File: src/rtl/chan_irq_pkg.sv
package chan_irq_pkg;
    localparam int NSRC       = 2;
    localparam int WORD_BYTES = 4;
    localparam int PEND_WORD  = 3;
    localparam int ESET_WORD  = 5;
    localparam int ECLR_WORD  = 7;
    localparam int STAT_GAP   = 'h110;
    localparam int PEND_BYTE  = PEND_WORD * WORD_BYTES;
    localparam int ESET_BYTE  = ESET_WORD * WORD_BYTES;
    localparam int ECLR_BYTE  = ECLR_WORD * WORD_BYTES;
    localparam int STAT_BYTE  = PEND_BYTE + STAT_GAP;
    localparam int BUSY_BIT   = 7;

    typedef enum logic [2:0] {
        ACC_NONE,
        ACC_PEND,
        ACC_ESET,
        ACC_ECLR,
        ACC_STAT
    } acc_kind_e;
endpackage

File: src/rtl/chan_irq_decode.sv
module chan_irq_decode
    import chan_irq_pkg::*;
#(
    parameter int ADDR_W = 12
) (
    input  logic              acc_en_i,
    input  logic [ADDR_W-1:0] acc_addr_i,
    output acc_kind_e         kind_o
);
    localparam logic [ADDR_W-1:0] A_PEND = ADDR_W'(PEND_BYTE);
    localparam logic [ADDR_W-1:0] A_ESET = ADDR_W'(ESET_BYTE);
    localparam logic [ADDR_W-1:0] A_ECLR = ADDR_W'(ECLR_BYTE);
    localparam logic [ADDR_W-1:0] A_STAT = ADDR_W'(STAT_BYTE);

    always_comb begin
        kind_o = ACC_NONE;
        if (acc_en_i) begin
            if (acc_addr_i == A_PEND)      kind_o = ACC_PEND;
            else if (acc_addr_i == A_ESET) kind_o = ACC_ESET;
            else if (acc_addr_i == A_ECLR) kind_o = ACC_ECLR;
            else if (acc_addr_i == A_STAT) kind_o = ACC_STAT;
        end
    end
endmodule

File: src/rtl/chan_irq_pend_bit.sv
module chan_irq_pend_bit (
    input  logic clk,
    input  logic rst_n,
    input  logic ev_i,
    input  logic clr_i,
    output logic q_o
);
    always_ff @(posedge clk) begin
        if (!rst_n)      q_o <= 1'b0;
        else if (ev_i)   q_o <= 1'b1;
        else if (clr_i)  q_o <= 1'b0;
    end


    event_wins_chk: assert property (@(posedge clk) disable iff (!rst_n)
        ev_i |=> q_o);


    w1c_clear_chk: assert property (@(posedge clk) disable iff (!rst_n)
        (clr_i && !ev_i) |=> !q_o);
endmodule

File: src/rtl/chan_irq_unit.sv
module chan_irq_unit
    import chan_irq_pkg::*;
#(
    parameter int ADDR_W = 12,
    parameter int DATA_W = 32
) (
    input  logic              clk,
    input  logic              rst_n,
    input  logic              ev_chan_i,
    input  logic              ev_dmaerr_i,
    input  logic              acc_en_i,
    input  logic              acc_wr_i,
    input  logic [ADDR_W-1:0] acc_addr_i,
    input  logic [DATA_W-1:0] acc_wdata_i,
    input  logic [7:0]        dev_status_i,
    output logic [DATA_W-1:0] acc_rdata_o,
    output logic              irq_o
);
    acc_kind_e       kind;
    logic [NSRC-1:0] ev_vec;
    logic [NSRC-1:0] pend;
    logic [NSRC-1:0] pend_clr;
    logic [NSRC-1:0] en_q;
    logic [NSRC-1:0] wmask;
    logic            ack;
    logic            set_stb;
    logic            clr_stb;
    logic            unused_wdata;

    assign ev_vec       = {ev_dmaerr_i, ev_chan_i};
    assign wmask        = acc_wdata_i[NSRC-1:0];
    assign unused_wdata = ^acc_wdata_i[DATA_W-1:NSRC];

    chan_irq_decode #(.ADDR_W(ADDR_W)) u_dec (
        .acc_en_i  (acc_en_i),
        .acc_addr_i(acc_addr_i),
        .kind_o    (kind)
    );

    always_comb begin
        acc_rdata_o = '0;
        pend_clr    = '0;
        ack         = 1'b0;
        set_stb     = 1'b0;
        clr_stb     = 1'b0;
        unique case (kind)
            ACC_NONE: ;
            ACC_PEND: begin
                acc_rdata_o[NSRC-1:0] = pend;
                if (acc_wr_i) pend_clr = wmask;
            end
            ACC_ESET: begin
                acc_rdata_o[NSRC-1:0] = en_q;
                set_stb = acc_wr_i;
            end
            ACC_ECLR: begin
                acc_rdata_o[NSRC-1:0] = en_q;
                clr_stb = acc_wr_i;
            end
            ACC_STAT: begin
                acc_rdata_o[7:0] = dev_status_i;
                if (!acc_wr_i && !dev_status_i[BUSY_BIT]) begin
                    ack      = 1'b1;
                    pend_clr = '1;
                end
            end
            default: ;
        endcase
    end

    for (genvar i = 0; i < NSRC; i++) begin : g_src
        chan_irq_pend_bit u_pend (
            .clk  (clk),
            .rst_n(rst_n),
            .ev_i (ev_vec[i]),
            .clr_i(pend_clr[i]),
            .q_o  (pend[i])
        );
    end

    always_ff @(posedge clk) begin
        if (!rst_n)       en_q <= '0;
        else if (set_stb) en_q <= en_q | wmask;
        else if (clr_stb) en_q <= en_q & ~wmask;
    end

    assign irq_o = |(pend & en_q);


    en_set_chk: assert property (@(posedge clk) disable iff (!rst_n)
        set_stb |=> ((en_q & $past(wmask)) == $past(wmask)));


    en_clr_chk: assert property (@(posedge clk) disable iff (!rst_n)
        clr_stb |=> ((en_q & $past(wmask)) == '0));


    ack_clear_chk: assert property (@(posedge clk) disable iff (!rst_n)
        (ack && ev_vec == '0) |=> (pend == '0));
endmodule

File: config.mk
export PLATFORM = sky130hd
export DESIGN_NAME = chan_irq_unit
export DESIGN_NICKNAME = d
export VERILOG_FILES = /design/src/rtl/chan_irq_pkg.sv /design/src/rtl/chan_irq_decode.sv /design/src/rtl/chan_irq_pend_bit.sv /design/src/rtl/chan_irq_unit.sv
export SDC_FILE = /design/constraint.sdc
export NUM_CORES = 1
export LEC_CHECK = 0
export CAP_MARGIN = 20
export CORE_MARGIN = 5
export CORE_UTILIZATION = 19
export DETAILED_ROUTE_END_ITERATION = 10
export HOLD_SLACK_MARGIN = 0.05
export MAX_ROUTING_LAYER = met4
export PLACE_DENSITY_LB_ADDON = 0.2
export SLEW_MARGIN = 10
export SYNTH_ARGS = -nofsm -noshare
export SYNTH_HDL_FRONTEND = slang
export SYNTH_SLANG_ARGS = --single-unit
File: constraint.sdc
create_clock -name clk -period 1.4 [get_ports clk]
set_clock_uncertainty 0.05 [all_clocks]
set_input_delay 0.28 -clock clk [delete_from_list [all_inputs] [get_ports clk]]
set_output_delay 0.28 -clock clk [all_outputs]
set_load 0.1 [all_outputs]
# Word-level counts from Yosys, hierarchy flattened
# Cells that the tools add are included.
# totals
regBits	4
output_inout_bits	33
elab_cells	41
# op_classes
eq_ne	8
mux	18
bitwise_logic	4
n_reduce_logical	8
# ops
op	count
$eq A12 B5 Y1 const B	2
$mux W3	5
$eq A12 B4 Y1 const B	1
$eq A12 B9 Y1 const B	1
$mux W2	4
$eq A3 B2 Y1 const B	2
$mux W1	6
$mux W6	1
$pmux W2 S3	1
$reduce_bool A2 Y1	3
$and A2 B2 Y2	2
$pmux W2 S2	1
$reduce_or A2 Y1	2
$eq A3 B1 Y1 const B	1
$eq A3 B3 Y1 const B	1
$logic_not A1 Y1	2
$not A2 Y2	1
$or A2 B2 Y2	1
$logic_and A1 B1 Y1	1

# Longest topological paths before layout
# logic_depth
word_depth	10
ltp_mapped	4

# Cells and area by module
# A second synthesis with hierarchy kept.
# unflattened
cells_unflattened	71
area_unflattened_um2	611.8
# by_module_without_submodules
module	instances	cells_per_inst	area_per_inst_um2	seq_area_each_um2
chan_irq_unit	1	56	454.2	40.0
chan_irq_pend_bit	2	3	41.3	20.0
chan_irq_decode	1	9	75.1	0.0

# Worst setup path after synthesis
# Ideal clock, no wire load.
# synth_path
path_kind	input to output
startpoint	in acc_addr_i[9]
endpoint	out acc_rdata_o[0]
arrival_ns	2.179
setup_slack_ns	-1.109
stages	3
path_cell_list	nor4b_2 nand3_2 o2bb2ai_1
# synth_between
elab_chain_cells	9
elab_cells_between_ends	15
# synth_lines
item	line_no	text
start, declared	chan_irq_unit.sv:13	input logic [ADDR_W-1:0] acc_addr_i,
$eq A12 B9 Y1	chan_irq_decode.sv:21	else if (acc_addr_i == A_STAT) kind_o = ACC_STAT;
$mux W3	chan_irq_decode.sv:21	
$mux W3	chan_irq_decode.sv:20	else if (acc_addr_i == A_ECLR) kind_o = ACC_ECLR;
$mux W3	chan_irq_decode.sv:19	else if (acc_addr_i == A_ESET) kind_o = ACC_ESET;
$mux W3 (*)	chan_irq_decode.sv:18	if (acc_addr_i == A_PEND) kind_o = ACC_PEND;
$mux W3 (*)	chan_irq_decode.sv:17	if (acc_en_i) begin
$eq A3 B2 Y1	chan_irq_unit.sv:46	unique case (kind)
$reduce_or A2 Y1 (no source line)	--	
$pmux W2 S3 (*)	chan_irq_unit.sv:46	
end, declared	chan_irq_unit.sv:16	output logic [DATA_W-1:0] acc_rdata_o,
# Every way passes the cells marked *; elsewhere a longest branch is shown, timed or not.

# Worst setup path in the final report
# layout_path
startpoint	in acc_addr_i[6]
endpoint	out acc_rdata_o[0]
# The elaborated chain is that of the path after synthesis.

==> metrics.md <==
| Metric | Value |
|---|---|
| Register area share after synthesis | about 15% |
| Initial antenna violation count | 0 |
| Nets | approximately 170 |
| Post-Place Cells | about 140 |
| I/O Buffers | 36 |
| Initial Utilization | between 10% and 20% |
| Share of cells above drive strength 1 | 44.64% |
| Avg WL per Cell | 12.13 um |
| Post-Place Setup Slack | -0.7989 ns |
| Kind of critical path | input port to primary output |
| Total power | slightly below 700 uW |
| DRT Wirelength | about 1.7 mm |
| CP max stage cell | clkdlybuf4s15_2 |
| Crit path max-delay family | buffers and inverters |
| CP required | between 1 and 1.5 ns |
| Final worst setup slack | -0.3588 ns |
| Clock latency on the worst-skew pair | ~0.23 ns |
| Largest net degree at the start of global routing | 9 |
| I/O pin cnt | 91 |
| CTS tree | done |
| Clock Sinks | 4 |
| Synth Cell Area | approximately 540 um2 |
| Global routing usage on met1 | under 10% |
| Min Tclk post-route | 1.759 ns |
| Area leader, netlist | buf_4 |
| # hold bufs at CTS | 0 |
| Die ar. | around 4000 um2 |
| # diodes | 0 |
| Clock-pin slew on the worst setup and hold paths | roughly 0.040 ns |
| Startpoint types | input port |
| Period utilisation layout | 125.6% |
| Drt drc | 0 |
| DPL Wire Length | roughly 1.5 mm |
| Storage cell area | 80.08 um2 |
| Design area | 1106 um2 |
| Cell variety after synth | 24 |
| Reg-to-reg setup timing slack | ~0.66 ns |
| Critical path arrival | around 1.4 ns |
| Total GRT Usage | a little over 9% |
| Met2 usage | between 10% and 20% |
| DRT iter0 DRCs | 9 |
| Critical Path Sink Type | primary output |
| Fin. max-slew vios | 0 |
| Post-synth EDFFs | 0 |
| Num rows | 19 |
| RR Startpoint | g_src[1].u_pend.q_o |
| Max Buffers Root-to-Sink | 2 |
| Clock root buffer | clkbuf_4 |
| Crit-path cells | clkdlybuf4s15_2 -> nor3_4 -> nand3_2 -> buf_4 -> buf_4 -> o2bb2ai_4 -> buf_12 |
| Fin cells | about 140 |
| Register bit total from synthesis | 4 |
| Core Area | between 2000 and 3000 um2 |
| Met3 GRT Util | under 10% |
| Syn_area_per_cell | 8.258 um2 |
| Async S/R FF share, synth | 0% |
| Worst vdd ir | about 0.38 mV |
| Vias in the first global route | between 600 and 700 |
| Gr busiest metal | met2 |
| Failing checks | negative setup slack |
| Max_cap viols | 0 |
| Die W | ~63 um |
| CP max stage delay | between 0.2 and 0.25 ns |
| Achievable clock frequency | about 570 MHz |
| Count leader, synth | buf_4 |
| LEAKAGE | ~0.48 nW |
| Crit path max fanout | 2 |
| H-tree levels | 1 |
| Placed Area | approximately 1100 um2 |
| Critical path's most frequent cell | buf_4 |
| Synth-to-layout area growth | 106.1% |
| Filler cells | between 200 and 300 |
| Synth top cells by count | buf_4 (24), and2_1 (6), dfxtp_1 (4), nand4_1 (4), nand2_1 (3) |
| CTS Buf Count | 3 |
| Area of the multi-input gates | ~470 um2 |
| Synth warn | 0 |
| First-pass GRT wire length | between 2 and 3 mm |
| RePlAce Congestion | ~0.68 |
| ANT nets after route | 0 |
| Top_reg_cell synth | dfxtp_1 |
| Worst hold path stage count | 2 |
| Router iterations before antenna repair | 4 |
| Reg2reg end | g_src[1].u_pend.q_o |
| Final Hold Fails | 0 |
| Pwr dens | a little over 600 nW/um2 |
| Die Y | between 60 and 70 um |
| Min-Delay Path Class | register to register |
| Setup TNS | -3.025 ns |
| RSZ-0062 raised after global routing | yes |
| Vias/cell | roughly 4.1 |
| Status | complete, but fails checks |
| Top post-synthesis cells by area | buf_4 (34%), dfxtp_1 (15%), and2_1 (7.0%) |
| Grt total ovfl | 0 |
| Via count | roughly 600 |
| Top cell type's share of synthesized area | between 30% and 40% |
| FF-to-FF path depth | 1 |
| WP depth | 7 |
| Buf/Inv on CP | 4 |
| Mapped Cells | 65 |
| Final setup fails | 10 |
==> kinds of logic (layout without fill, tap and decap cells) <==
family / after synthesis / count (layout) / share of synthesized area (%)
AO/OA/AOI/OAI: 8 / 8 / 13.52
multiplexers: 2 / 2 / 3.730
buffers and inverters: 24 / 48 / 33.57
AND/OR/NAND/NOR: 26 / 26 / 33.57
other: 1 / 24 / 0.6986
flip-flops: 4 / 4 / 14.92
==> what timing repair did <==
item	in CTS	in global routing
pin swaps	13	2
setup endpoints to repair	12	10
buffers inserted	1	0
resized for setup	48	0
==> worst max path at each step <==
stage / end / from / slack [ns]
after detailed placement: acc_rdata_o[3] / acc_addr_i[9] / -0.80
final: acc_rdata_o[0] / acc_addr_i[6] / -0.36
after floorplan: acc_rdata_o[2] / acc_addr_i[9] / -0.29
after global placement: acc_rdata_o[3] / acc_addr_i[9] / -0.78
after CTS: acc_rdata_o[3] / acc_addr_i[10] / -0.41
after global routing: acc_rdata_o[6] / acc_addr_i[10] / -0.46
==> layout make-up <==
type                       count  share of cell area [%]
timing repair buffer          45                   44.57
multi-input combinational     60                   42.65
sequential                     4                   7.240
clock buffer                   3                   2.036
tap                           31                   3.507
==> power breakdown <==
| part | internal [mW] | switching (mW) | leakage [nW] |
|---|---|---|---|
| combinational | 0.0854 | 0.327 | 0.430 |
| clock | 0.0959 | 0.0477 | 0.0138 |
| sequential | 0.120 | 0.00544 | 0.0329 |
| total | 0.301 | 0.380 | 0.476 |
==> cells in the final DEF, fill, tap and decap left out, types with 3 or more instances in the layout <==
master and count:
buf_2 5, dlygate4sd2_1 3, buf_12 9, dfxtp_1 4
nand4_1 4, clkbuf_4 3, conb_1 24, nand2_1 3
buf_4 9, clkdlybuf4s50_1 14, and2_4 6
==> layer usage <==
layer | vias to the layer above | wire, um
met5 | - | 0
met4 | 0 | 46
met3 | 4 | 184
met2 | 40 | 838
met1 | 260 | 666
li1 | 281 | -
==> stage by stage <==
| step | util [%] | hold slack, ns |
|---|---|---|
| 6_report | 40.46 | 0.4462 |
| 5_1_grt | 40.46 | 0.4533 |
| 4_1_cts | 40.46 | 0.4433 |
| 3_5_place_dp | 38.86 | 0.4297 |
| 3_3_place_gp | 38.86 | 0.4293 |
| 2_1_floorplan | - | 0.3520 |
Note: power is estimated with default switching activity, not from simulation.
